==> src/rtl/nps_pkg.sv <==
package nps_pkg;

  typedef enum logic [1:0] {
    OP_READ = 2'b00,
    OP_PROG = 2'b01,
    OP_SECT = 2'b10,
    OP_CHIP = 2'b11
  } opE;

  // Strobes from control to datapath
  typedef struct packed {
    logic       latchReq;
    logic       clrTimer;
    logic       startWr;
    logic       startRd;
    logic       recover;
    logic       savePrev;
    logic [2:0] step;
  } strobeT;

  localparam logic [15:0] UNLOCK_HI = 16'h5555;
  localparam logic [15:0] UNLOCK_LO = 16'h2AAA;
  localparam logic [7:0]  READ_MODE_CMD = 8'hF0;

  function automatic logic [2:0] lastStep(opE op);
    return (op == OP_PROG) ? 3'd3 : 3'd5;
  endfunction

  function automatic logic usesTarget(opE op, logic [2:0] step);
    return (op == OP_PROG && step == 3'd3) || (op == OP_SECT && step == 3'd5);
  endfunction

  function automatic logic [15:0] constAddr(logic [2:0] step);
    return (step == 3'd1 || step == 3'd4) ? UNLOCK_LO : UNLOCK_HI;
  endfunction

  function automatic logic [7:0] cmdByte(opE op, logic [2:0] step, logic [7:0] d);
    logic [7:0] b;
    case (step)
      3'd0:    b = 8'hAA;
      3'd1:    b = 8'h55;
      3'd2:    b = (op == OP_PROG) ? 8'hA0 : 8'h80;
      3'd3:    b = (op == OP_PROG) ? d : 8'hAA;
      3'd4:    b = 8'h55;
      default: b = (op == OP_SECT) ? 8'h30 : 8'h10;
    endcase
    return b;
  endfunction

endpackage

==> src/rtl/nps_dpath.sv <==
module nps_dpath
  import nps_pkg::*;
#(
  parameter int ADDR_W      = 17,
  parameter int SETUP_CYC   = 2,
  parameter int PULSE_CYC   = 3,
  parameter int HOLD_CYC    = 2,
  parameter int TIMEOUT_CYC = 4096
) (
  input  logic              clk,
  input  logic              rstN,
  input  strobeT            strobe,
  input  logic [1:0]        reqOp,
  input  logic [ADDR_W-1:0] reqAddr,
  input  logic [7:0]        reqData,
  input  logic              reqToggle,
  input  logic [7:0]        flDin,
  output logic [ADDR_W-1:0] flAddr,
  output logic [7:0]        flDout,
  output logic              flDoe,
  output logic              flCeN,
  output logic              flOeN,
  output logic              flWeN,
  output logic              cycDone,
  output logic              pollMet,
  output logic              timeoutHit,
  output opE                opQ,
  output logic [7:0]        rdByte
);

  localparam int PH_MAX = (SETUP_CYC > PULSE_CYC) ?
                          ((SETUP_CYC > HOLD_CYC) ? SETUP_CYC : HOLD_CYC) :
                          ((PULSE_CYC > HOLD_CYC) ? PULSE_CYC : HOLD_CYC);
  localparam int CNT_W  = $clog2(PH_MAX + 1);
  localparam int TMR_W  = $clog2(TIMEOUT_CYC + 1);

  typedef enum logic [1:0] {PH_IDLE, PH_SETUP, PH_PULSE, PH_HOLD} phaseE;

  logic [ADDR_W-1:0] addrQ;
  logic [7:0]        dataQ;
  logic              togQ;
  logic [ADDR_W-1:0] busAddr;
  logic [7:0]        busData;
  logic              isRd;
  phaseE             phase;
  logic [CNT_W-1:0]  cnt;
  logic              prevBit6;
  logic              havePrev;
  logic [TMR_W-1:0]  tmr;
  logic [ADDR_W-1:0] nextAddr;
  logic [7:0]        nextData;
  logic              expBit;

  // Request capture
  always_ff @(posedge clk) begin
    if (!rstN) begin
      opQ   <= OP_READ;
      addrQ <= '0;
      dataQ <= '0;
      togQ  <= 1'b0;
    end else if (strobe.latchReq) begin
      opQ   <= opE'(reqOp);
      addrQ <= reqAddr;
      dataQ <= reqData;
      togQ  <= reqToggle;
    end
  end

  // Bus cycle content selection
  always_comb begin
    if (strobe.recover) begin
      nextAddr = ADDR_W'(UNLOCK_HI);
      nextData = READ_MODE_CMD;
    end else if (strobe.startRd || usesTarget(opQ, strobe.step)) begin
      nextAddr = addrQ;
      nextData = cmdByte(opQ, strobe.step, dataQ);
    end else begin
      nextAddr = ADDR_W'(constAddr(strobe.step));
      nextData = cmdByte(opQ, strobe.step, dataQ);
    end
  end

  // Three-phase bus cycle engine
  always_ff @(posedge clk) begin
    if (!rstN) begin
      phase   <= PH_IDLE;
      cnt     <= '0;
      busAddr <= '0;
      busData <= '0;
      isRd    <= 1'b0;
      rdByte  <= '0;
    end else begin
      case (phase)
        PH_IDLE: if (strobe.startWr || strobe.startRd) begin
          busAddr <= nextAddr;
          busData <= nextData;
          isRd    <= strobe.startRd;
          phase   <= PH_SETUP;
          cnt     <= CNT_W'(SETUP_CYC - 1);
        end
        PH_SETUP: if (cnt == '0) begin
          phase <= PH_PULSE;
          cnt   <= CNT_W'(PULSE_CYC - 1);
        end else cnt <= cnt - 1'b1;
        PH_PULSE: if (cnt == '0) begin
          if (isRd) rdByte <= flDin;
          phase <= PH_HOLD;
          cnt   <= CNT_W'(HOLD_CYC - 1);
        end else cnt <= cnt - 1'b1;
        default: if (cnt == '0) phase <= PH_IDLE;
                 else cnt <= cnt - 1'b1;
      endcase
    end
  end

  assign cycDone = (phase == PH_HOLD) && (cnt == '0);
  assign flCeN   = !((phase == PH_SETUP) || (phase == PH_PULSE));
  assign flWeN   = !((phase == PH_PULSE) && !isRd);
  assign flOeN   = !((phase == PH_PULSE) && isRd);
  assign flDoe   = !isRd && ((phase == PH_SETUP) || (phase == PH_PULSE));
  assign flAddr  = busAddr;
  assign flDout  = busData;

  // Completion evaluation
  always_ff @(posedge clk) begin
    if (!rstN || strobe.latchReq) begin
      prevBit6 <= 1'b0;
      havePrev <= 1'b0;
    end else if (strobe.savePrev) begin
      prevBit6 <= rdByte[6];
      havePrev <= 1'b1;
    end
  end

  assign expBit = (opQ == OP_PROG) ? dataQ[7] : 1'b1;

  always_comb begin
    if (opQ == OP_READ)  pollMet = 1'b1;
    else if (togQ)       pollMet = havePrev && (rdByte[6] == prevBit6);
    else                 pollMet = (rdByte[7] == expBit);
  end

  // Timeout measured from acceptance
  always_ff @(posedge clk) begin
    if (!rstN || strobe.clrTimer) tmr <= '0;
    else if (!timeoutHit)         tmr <= tmr + 1'b1;
  end

  assign timeoutHit = (tmr >= TMR_W'(TIMEOUT_CYC));

endmodule

==> src/rtl/nps_ctrl.sv <==
module nps_ctrl
  import nps_pkg::*;
(
  input  logic       clk,
  input  logic       rstN,
  input  logic       reqValid,
  input  logic [1:0] reqOp,
  input  logic       cycDone,
  input  logic       pollMet,
  input  logic       timeoutHit,
  input  opE         opQ,
  output strobeT     strobe,
  output logic       busy,
  output logic       rspDone,
  output logic       rspError
);

  typedef enum logic [2:0] {
    S_IDLE, S_CMD, S_CMDW, S_RD, S_RDW, S_REC, S_RECW, S_RESP
  } stateE;

  stateE      state;
  logic [2:0] step;
  logic       errQ;

  always_comb begin
    strobe      = '0;
    strobe.step = step;
    case (state)
      S_IDLE: if (reqValid) begin
        strobe.latchReq = 1'b1;
        strobe.clrTimer = 1'b1;
      end
      S_CMD:  strobe.startWr = 1'b1;
      S_RD:   strobe.startRd = 1'b1;
      S_RDW:  strobe.savePrev = cycDone && !pollMet;
      S_REC: begin
        strobe.startWr = 1'b1;
        strobe.recover = 1'b1;
      end
      default: ;
    endcase
  end

  always_ff @(posedge clk) begin
    if (!rstN) begin
      state <= S_IDLE;
      step  <= '0;
      errQ  <= 1'b0;
    end else begin
      case (state)
        S_IDLE: if (reqValid) begin
          errQ  <= 1'b0;
          step  <= '0;
          state <= (opE'(reqOp) == OP_READ) ? S_RD : S_CMD;
        end
        S_CMD:  state <= S_CMDW;
        S_CMDW: if (cycDone) begin
          if (step == lastStep(opQ)) state <= S_RD;
          else begin
            step  <= step + 1'b1;
            state <= S_CMD;
          end
        end
        S_RD:   state <= S_RDW;
        S_RDW:  if (cycDone) begin
          if (pollMet)         state <= S_RESP;
          else if (timeoutHit) state <= S_REC;
          else                 state <= S_RD;
        end
        S_REC:  state <= S_RECW;
        S_RECW: if (cycDone) begin
          errQ  <= 1'b1;
          state <= S_RESP;
        end
        default: state <= S_IDLE;
      endcase
    end
  end

  assign busy     = (state != S_IDLE);
  assign rspDone  = (state == S_RESP);
  assign rspError = (state == S_RESP) && errQ;

endmodule

==> src/rtl/nor_prog_seq.sv <==
module nor_prog_seq
  import nps_pkg::*;
#(
  parameter int ADDR_W      = 17,
  parameter int SETUP_CYC   = 2,
  parameter int PULSE_CYC   = 3,
  parameter int HOLD_CYC    = 2,
  parameter int TIMEOUT_CYC = 4096
) (
  input  logic              clk,
  input  logic              rstN,
  input  logic              reqValid,
  input  logic [1:0]        reqOp,
  input  logic [ADDR_W-1:0] reqAddr,
  input  logic [7:0]        reqData,
  input  logic              reqToggle,
  output logic              busy,
  output logic              rspDone,
  output logic              rspError,
  output logic [7:0]        rspData,
  output logic [ADDR_W-1:0] flAddr,
  output logic [7:0]        flDout,
  output logic              flDoe,
  input  logic [7:0]        flDin,
  output logic              flCeN,
  output logic              flOeN,
  output logic              flWeN
);

  strobeT strobe;
  logic   cycDone;
  logic   pollMet;
  logic   timeoutHit;
  opE     opQ;

  nps_ctrl uCtrl (
    .clk(clk), .rstN(rstN), .reqValid(reqValid), .reqOp(reqOp),
    .cycDone(cycDone), .pollMet(pollMet), .timeoutHit(timeoutHit),
    .opQ(opQ), .strobe(strobe), .busy(busy), .rspDone(rspDone),
    .rspError(rspError)
  );

  nps_dpath #(
    .ADDR_W(ADDR_W), .SETUP_CYC(SETUP_CYC), .PULSE_CYC(PULSE_CYC),
    .HOLD_CYC(HOLD_CYC), .TIMEOUT_CYC(TIMEOUT_CYC)
  ) uDpath (
    .clk(clk), .rstN(rstN), .strobe(strobe), .reqOp(reqOp),
    .reqAddr(reqAddr), .reqData(reqData), .reqToggle(reqToggle),
    .flDin(flDin), .flAddr(flAddr), .flDout(flDout), .flDoe(flDoe),
    .flCeN(flCeN), .flOeN(flOeN), .flWeN(flWeN), .cycDone(cycDone),
    .pollMet(pollMet), .timeoutHit(timeoutHit), .opQ(opQ), .rdByte(rspData)
  );

endmodule

==> config.mk <==
export PLATFORM = sky130hd
export DESIGN_NAME = nor_prog_seq
export DESIGN_NICKNAME = d
export VERILOG_FILES = /design/src/rtl/nps_pkg.sv /design/src/rtl/nps_dpath.sv /design/src/rtl/nps_ctrl.sv /design/src/rtl/nor_prog_seq.sv
export SDC_FILE = /design/constraint.sdc
export NUM_CORES = 1
export LEC_CHECK = 0
export BUFFER_PORTS_ARGS = -buffer_cell sky130_fd_sc_hd__buf_4
export CAP_MARGIN = 40
export CORE_MARGIN = 1
export CORE_UTILIZATION = 56
export CTS_CLUSTER_SIZE = 24
export DETAILED_ROUTE_END_ITERATION = 6
export GPL_ROUTABILITY_DRIVEN = 0
export PLACE_DENSITY = 0.91
export SYNTH_ARGS = -nofsm -noshare
export SYNTH_HDL_FRONTEND = slang
export SYNTH_HIERARCHICAL = 1
export SYNTH_SLANG_ARGS = --single-unit
export TNS_END_PERCENT = 1
==> constraint.sdc <==
create_clock -name clk -period 1.9 [get_ports clk]
set_input_delay 0.38 -clock clk [delete_from_list [all_inputs] [get_ports clk]]
set_output_delay 0.38 -clock clk [all_outputs]
set_load 0.03 [all_outputs]
Word level (Yosys, flattened, before mapping):

Index checks and enable logic that the tools add are counted.
Widths: inputs -> output; s select.

* $add $sub $neg: 3
* $lt $le $gt $ge: 1
* equal/unequal tests: 29
* mux-type cells: 43
* reductions and logical operators: 41

Operators by type and width (number)
* $mux 17: 2
* $pmux 8 s4: 1
* $mux 3: 10
* $mux 2: 11
* $pmux 3 s7: 1
* $eq 3x3->1 const B: 6
* $mux 8: 2
* $mux 15: 1
* $add 13x1->13 const B: 1
* $ge 13x13->1 const B: 1
* $eq 3x2->1 const B: 4
* $mux 6: 2
* $ne 2x1->1 const B: 6
* $pmux 2 s3: 2
* $reduce_and 4->1: 3
* $logic_and 1x1->1: 9
* $mux 1: 9
* $logic_not 2->1: 4
* $logic_or 1x1->1: 7
* $eq 2x2->1 const B: 3
* $eq 3x1->1 const B: 2
* $logic_not 1->1: 6
* $logic_not 3->1: 2
* $pmux 3 s2: 1
* 13 further kinds: 21

* register bits: 88
* bits of input ports: 39
* output and inout bits: 40
* word-level logic and storage cells: 133

Depth between registers and ports, before layout:

Gate-level depths: netlist (run 1).

* word-level depth: 8
* depth in mapped cells: 9
* depth with buffers taken out: 7

Modules after synthesis:

Netlist (run 1), hierarchy kept.

By module, submodules not included
* nps_dpath: instances 1, cells each 387, area each 3771.1 um^2, sequential area each 1621.6 um^2
* nps_ctrl: instances 1, cells each 73, area each 518.0 um^2, sequential area each 140.1 um^2

Worst setup path before layout (run 1):

Ideal clock, no wire load.

* kind: flip-flop to flip-flop
* start: reg uCtrl.state[0]
* end: reg uDpath.addrQ[10]
* library setup time: 116 ps
* data arrival time: 1678 ps
* data required time: 1784 ps
* setup slack: 106 ps
* cell stages (with the launch flop): 10
* clock period less this slack: 1794 ps
* path through: dfxtp_1 > buf_2 > nor3_1 > nand2_1 > inv_1 > buf_4 > buf_2 > buf_2 > mux2i_1 > nor2b_1

RTL lines
* from (decl): RTL line nps_ctrl.sv:22 `stateE state;`
* from (signal assigned): RTL line nps_ctrl.sv:55 `state <= (opE'(reqOp) == OP_READ) ? S_RD : S_CMD;`
* to (signal assigned): RTL line nps_dpath.sv:63 `addrQ <= reqAddr;`
* to (decl): RTL line nps_dpath.sv:39 `logic [ADDR_W-1:0] addrQ;`

Worst setup path in the final report (run 1):

* start: reg uDpath.phase[0]
* end: reg uDpath.cnt[0]

* longest elaborated chain between the ends: 3
* elaborated cells between the ends (all ways): 7
* those cells by class: eq/ne (4); mux (1); reduce/logical (2)

Ends and longest elaborated chain
* from (decl): RTL line nps_dpath.sv:45 `phaseE phase;`
* from (signal assigned): RTL line nps_dpath.sv:86 `phase <= PH_IDLE;`
* from (signal assigned): RTL line nps_dpath.sv:98 `phase <= PH_SETUP;`
* from (signal assigned): RTL line nps_dpath.sv:102 `phase <= PH_PULSE;`
* $eq 2x2->1 (tied with other cells): RTL line nps_dpath.sv:93 `case (phase)`
* $ne 4x4->1 (no source line) or $ne 2x1->1 (tied branches)
* $reduce_and 2->1 (no source line)
* to (signal assigned): RTL line nps_dpath.sv:99 `cnt <= CNT_W'(SETUP_CYC - 1);`
* to (signal assigned): RTL line nps_dpath.sv:103 `cnt <= CNT_W'(PULSE_CYC - 1);`
* to (signal assigned): RTL line nps_dpath.sv:104 `end else cnt <= cnt - 1'b1;`
* to (decl): RTL line nps_dpath.sv:46 `logic [CNT_W-1:0] cnt;`

Parallel ways exist; a longest one is shown, timed or not.
A chain may end at the register's enable or synchronous reset.

==> results.ini, run 1 <==
[status]
status=finished, final reports clean

[floorplanning]
start_util_pct=58.51
pin_count=79
die_y_um=89.52
die-area_um2=8013
core_um2=7331
row_count=31
die_w_um=89.52

[synth]
synthCells=460
syn_area_per_cell_um2=9.324
synth.most_common_cell=dfxtp_1
synth_edf_count=0
synth.top_cells.by_area=dfxtp_1, mux2i_1, nor2b_1
synth_seq_cells=88
synth_nets=510
yosysTopAreaCellShare_pct=41.07
yosys-top-cells-count=dfxtp_1, nor2b_1, mux2i_1, nor2_1, nand2_1
synth_ff_type=dfxtp_1
seq_area_frac_synth_pct=41.07
post_synth_num_cell_types=64
synth_async_sr_flop_share_pct=0
synth_area_um2=4289
yosysWarnings=6
synth_top_area_cell=dfxtp_1

[pwr]
peakVddDrop_mv=0.5260
power.density_nw_per_um2=927.8
static-leakage-power_nw=2.204

[worst_setup_path]
crit_chain=inv_1, ha_1, or3b_1, o31a_2, a21boi_1, o211a_1
r2r_start=uDpath/phase[0]
crit_path_start_kind=flip-flop
cpMaxStageDelayCell=or3b_1
worstSetupPathType=flip-flop to flip-flop
worstPathRequired_ns=2.16
cp_slowest_stage_delay_ns=0.43
path_delay_family=compound AO/OA/AOI/OAI gates
path_max_fanout=7
crit_buf_inv=1
r2r-end=uDpath/cnt[0]
worst-r2r-cell-count=6
end_kind=flip-flop
arrival_ns=2.08
r2r_setup_slack_ns=0.08

[timing]
relSlewSlack_pct=66.27
tightestPinTransition_ns=0.5059
drv_slew=0
fin_crit_sh_pct=95.56
finalCriticalPeriod_ns=1.816
setup_tns_ns=0
fin_worst_skew_ns=0.004658
setup_viol=0
max_freq_mhz=550.8
rsz0062_at_grt=false
whs_ns=0.2711
fin_ws_ns=0.08438
timing_hold_violations_final=0

[routing]
vias=3682
wl_um=9830
initialDrtViolationCount=253
viasPerCell=5.717
drc=0
drt_pass1_iterations=5
ant_nets=0
wire_per_inst_um=15.26

[placement]
place_ws_ns=0.1073
hpwl_um=6845
port_buffers=78

[grt]
grt_pass1_vias=3398
grt_pass1_wl_um=15640
antenna_found_initial=0
grt_overflow=0
grt_max_degree=46
groute.usage.overall_pct=25.81

[cts]
numCtsBuffers=9
cts_buffer_depth=2
post-cts-setup-buffers=0
cts_sinks=88
htreeDepth=3
clkTransAtPathRegs_ns=0.08
clkLatencyLatePin_ns=0.36
ctsHoldBuffers=0
cts_tree=done
root_buffer=clkbuf_8

[finish]
drive_gt1_share_pct=25.50
fin_nets=590
syn_to_final_growth_pct=22.14
n_antenna_cell=0
num-fill-cells=516

[hold_path]
holdPathEnd=uDpath/rdByte[3]
hp-start=flDin[3]
worstHoldPathCells=3
holdCritPathClass=primary input to flip-flop

[job]
cap_violations=0

## through the flow
step	cell area (um^2)	instances	total power [mW]	utilization, %
floorplan	4289	460	3.071	-
global placement	5010	628	3.451	68.34
detailed placement	5010	628	3.517	68.34
CTS	5218	644	4.847	71.17
global route	5239	644	5.105	71.46
finish	5239	644	4.860	71.46
## flip-flops by register name, indices dropped and copies added (netlist names)
register,cells
uDpath/tmr,13
uDpath/flAddr,17
uDpath/isRd,1
uDpath/cnt,2
uDpath/addrQ,17
uDpath/opQ,2
uCtrl/errQ,1
uDpath/flDout,8
uDpath/havePrev,1
uDpath/togQ,1
uDpath/dataQ,8
uDpath/rdByte,8
uCtrl/state,3
uDpath/prevBit6,1
uCtrl/step,3
uDpath/phase,2
## what timing repair did
item	4_1_cts	5_1_grt
endpoints found under the setup margin	1	7
endpoints found under the hold margin	0	0
gates resized for setup	1	8
## placed cells by master (no fill, tap or decap), drive strengths merged, types with 7 or more instances in the layout
cell / Yosys / final
xnor2: 8 / 8
a211oi: 10 / 10
nand2: 27 / 27
o21ai: 32 / 32
nor3: 11 / 11
nand2b: 12 / 12
inv: 14 / 15
ha: 11 / 11
buf: 14 / 96
mux2i: 40 / 40
nor2b: 45 / 45
nand3: 7 / 7
nor2: 40 / 40
and2: 13 / 13
a21oi: 7 / 7
dfxtp: 88 / 88
clkbuf: 13 / 12
a311oi: 7 / 7
## worst max-delay path by stage
| stage | cells after the start | to | start | slack (ns) |
|---|---|---|---|---|
| after floorplan | 9 | uDpath/addrQ[10] | uCtrl/state[0] | 0.11 |
| after global placement | 6 | uDpath/cnt[0] | uDpath/phase[0] | 0.16 |
| after detailed placement | 6 | uDpath/cnt[0] | uDpath/phase[1] | 0.11 |
| after CTS | 5 | flDoe | uDpath/phase[1] | 0.002 |
| after global routing | 5 | flDoe | uDpath/phase[0] | 0.02 |
| final | 6 | uDpath/cnt[0] | uDpath/phase[0] | 0.08 |
## cell families after synthesis
logic type | synth area share [%]
AO/OA/AOI/OAI | 16.48
XOR/XNOR | 2.450
flip-flops | 41.07
multiplexers | 9.335
AND/OR/NAND/NOR | 23.05
buffers and inverters | 4.405
adder cells (fa/ha/maj) | 3.209
## metal layers
| layer | share of wire [%] | track usage [%] | wire (um) | up-vias |
|---|---|---|---|---|
| met5 | 0 | 0 | 0 | - |
| met4 | 2.4 | 10.97 | 237 | 0 |
| met3 | 6.4 | 7.110 | 628 | 31 |
| met2 | 49 | 43.30 | 4858 | 139 |
| met1 | 42 | 31.14 | 4105 | 1741 |
| li1 | - | - | - | 1771 |
## worst reg2reg max path, cell delays in order, from the launching register on
cell	delay, ns
dfxtp_2	0.34
inv_1	0.10
ha_1	0.31
or3b_1	0.43
o31a_2	0.16
a21boi_1	0.14
o211a_1	0.22
## power breakdown
part           internal (mW)  switching (mW)
clock network          0.683           0.649
logic                  0.593           0.818
registers               2.00           0.117
## layout make-up
type	instances	area (um^2)	area share (%)
Multi-Input combinational cell	331	2355	44.95
Sequential cell	88	1764	33.68
Inverter	14	52.55	1.003
Timing Repair Buffer	96	737.0	14.07
Tap cell	99	123.9	2.364
Clock buffer	12	155.1	2.962
Clock inverter	4	51.30	0.9792
Note: power is estimated with default switching activity, not from simulation.
==> run 2, diff against run 1 <==
- ABC_AREA: default -> 1
- CORE_UTILIZATION: 56 -> 55
==> run 2 against run 1 <==
  * Global-route usage increased by 0.96 points
  * Final cell count grew 13%
  * Clock-buffer cell count fell by 1
  * Total power up 31%
==> results.ini, run 2 <==
[floorplanning]
row_count=30
start_util_pct=58.18
pin_count=79
die_w_um=87.71
die-area_um2=7692
die_y_um=87.71
core_um2=6944

[synth]
seq_area_frac_synth_pct=43.60
synth_seq_cells=88
synth.most_common_cell=dfxtp_1
synth.top_cells.by_area=dfxtp_1, o21ai_0, nand2_1
yosysWarnings=6
synth_nets=601
synthCells=551
post_synth_num_cell_types=39
synth_edf_count=0
synth_async_sr_flop_share_pct=0
yosys-top-cells-count=dfxtp_1, nand2_1, inv_1
synth_ff_type=dfxtp_1
syn_area_per_cell_um2=7.332
synth_top_area_cell=dfxtp_1
synth_area_um2=4040
yosysTopAreaCellShare_pct=43.60

[routing]
vias=3892
wl_um=9895
drt_pass1_iterations=5
initialDrtViolationCount=365
ant_nets=0
viasPerCell=5.346
wire_per_inst_um=13.59
drc=0

[placement]
port_buffers=78
hpwl_um=7064

[pwr]
power.density_nw_per_um2=1308
p_switching_mw=2.731
switching_share_pct=42.84
pwr-share-clk_pct=17.7
peakVddDrop_mv=0.7601
power_frac_comb_pct=42.1
static-leakage-power_nw=2.109
power_mw=6.376
p_seq_share_pct=40.2
intPower_mw=3.645

[cts]
post-cts-setup-buffers=0
cts_sinks=88
htreeDepth=3
clkLatencyLatePin_ns=0.36
clkTransAtPathRegs_ns=0.09
numCtsBuffers=9
cts_buffer_depth=2
cts_tree=done
root_buffer=clkbuf_8
ctsHoldBuffers=0

[worst_setup_path]
crit_buf_inv=2
path_delay_family=flip-flops
worstSetupPathType=flip-flop to output port
cpMaxStageDelayCell=dfxtp_1
worst-r2r-cell-count=6
crit_chain=inv_2, nor3_1, buf_4
path_max_fanout=6
cp_slowest_stage_delay_ns=0.54
end_kind=output port
r2r_setup_slack_ns=0.15
worstPathRequired_ns=1.52
crit_path_start_kind=flip-flop
r2r_start=uDpath/opQ[0]
arrival_ns=1.40
r2r-end=uDpath/prevBit6

[finish]
n_antenna_cell=0
layout_commonest_cell=buf_4
drive_gt1_share_pct=21.36
num-fill-cells=540
multi_input_area_um2=1884
seq_area_um2=1765
syn_to_final_growth_pct=20.66
layout_common_cells=buf_4, nand2_1, dfxtp_1
fin_nets=678

[grt]
grt_pass1_wl_um=16130
antenna_found_initial=0
grt_overflow=0
groute.usage.overall_pct=26.77
grt_pass1_vias=3681
grt_max_degree=31

[timing]
fin_crit_sh_pct=93.93
rsz0062_at_grt=false
timing_hold_violations_final=0
setup_viol=0
max_freq_mhz=560.3
relSlewSlack_pct=72.91
setup_tns_ns=0
whs_ns=0.2393
drv_slew=0
fin_worst_skew_ns=0.006233
tightestPinTransition_ns=0.4049
finalCriticalPeriod_ns=1.785

[job]
cap_violations=0

[hold_path]
hp-start=reqToggle
holdPathEnd=uDpath/togQ
worstHoldPathCells=3
holdCritPathClass=primary input to flip-flop

[status]
status=finished, final reports clean

## run 2: cell count changes after synthesis, sizes merged, moves of 13 or more
cell / before / now
nand2: 27 / 95
nor2b: 45 / 0
o21ai: 32 / 71
a21oi: 7 / 61
nor2: 40 / 75
and2: 13 / 0
nand3: 7 / 21
inv: 14 / 78
mux2i: 40 / 0
## run 2: cell type report
class | instances | share of cell area [%]
Multi-Input combinational cell | 364 | 38.66
Sequential cell | 88 | 36.22
Timing Repair Buffer | 86 | 13.24
Inverter | 79 | 6.083
Clock buffer | 11 | 2.695
Tap cell | 96 | 2.464
Clock inverter | 4 | 0.6417
## run 2: metal layers
layer	part of all wire, %	vias to the layer above	GRT usage, %
li1	-	1919	-
met1	41	1770	32.13
met2	50	184	46.09
met3	7.3	19	7.069
met4	1.7	0	9.687
met5	0	-	0
## run 2: worst register-to-register path, cell delays in order, from the launching register on
cell	delay, ns
dfxtp_1	0.41
nand2_2	0.10
or2_2	0.30
xor2_1	0.15
o211ai_1	0.32
nor2_1	0.14
a211oi_1	0.24
## run 2: worst max path at each step
stage,startpoint,endpoint,slack (ns),cells past startpoint
6_report,uCtrl/state[2],rspError,0.12,3
5_1_grt,uDpath/phase[1],flDoe,0.01,5
4_1_cts,uDpath/phase[0],flDoe,0.06,5
3_5_place_dp,uCtrl/state[0],uDpath/flAddr[3],-0.02,8
3_3_place_gp,uCtrl/state[0],uDpath/flAddr[7],0.12,8
2_1_floorplan,uCtrl/state[0],uDpath/addrQ[11],0.15,8
## run 2: stage by stage
stage	util [%]	worst slack, ns	std cells	area [um^2]
global placement	67.69	0.1192	713	4701
global route	70.20	0.01037	728	4875
finish	70.20	0.1154	728	4875
detailed placement	67.69	-0.02206	713	4701
floorplan	-	0.1530	551	4040
CTS	70.07	0.06323	728	4866
## run 2: kinds of logic after synthesis
family | after synthesis | synth area share, %
buf+inv | 99 | 9.941
fa+ha+maj | 11 | 3.407
simple gates | 207 | 23.57
compound gates | 144 | 19.05
flops | 88 | 43.60
xor+xnor | 2 | 0.4336
## run 2: power groups by stage
stage / Combinational [mW] / Sequential (mW) / Clock (mW)
after detailed placement: 2.62 / 2.58 / 0
final: 2.69 / 2.56 / 1.13
after global placement: 2.52 / 2.56 / 0
after global routing: 2.94 / 2.61 / 1.22
after CTS: 2.64 / 2.54 / 1.15
after floorplan: 1.63 / 2.77 / 0
## run 2: what timing repair did
action / CTS / global route
gates resized for setup: 1 / 4
setup endpoints to repair: 7 / 17
endpoints found under the hold margin: 0 / 0
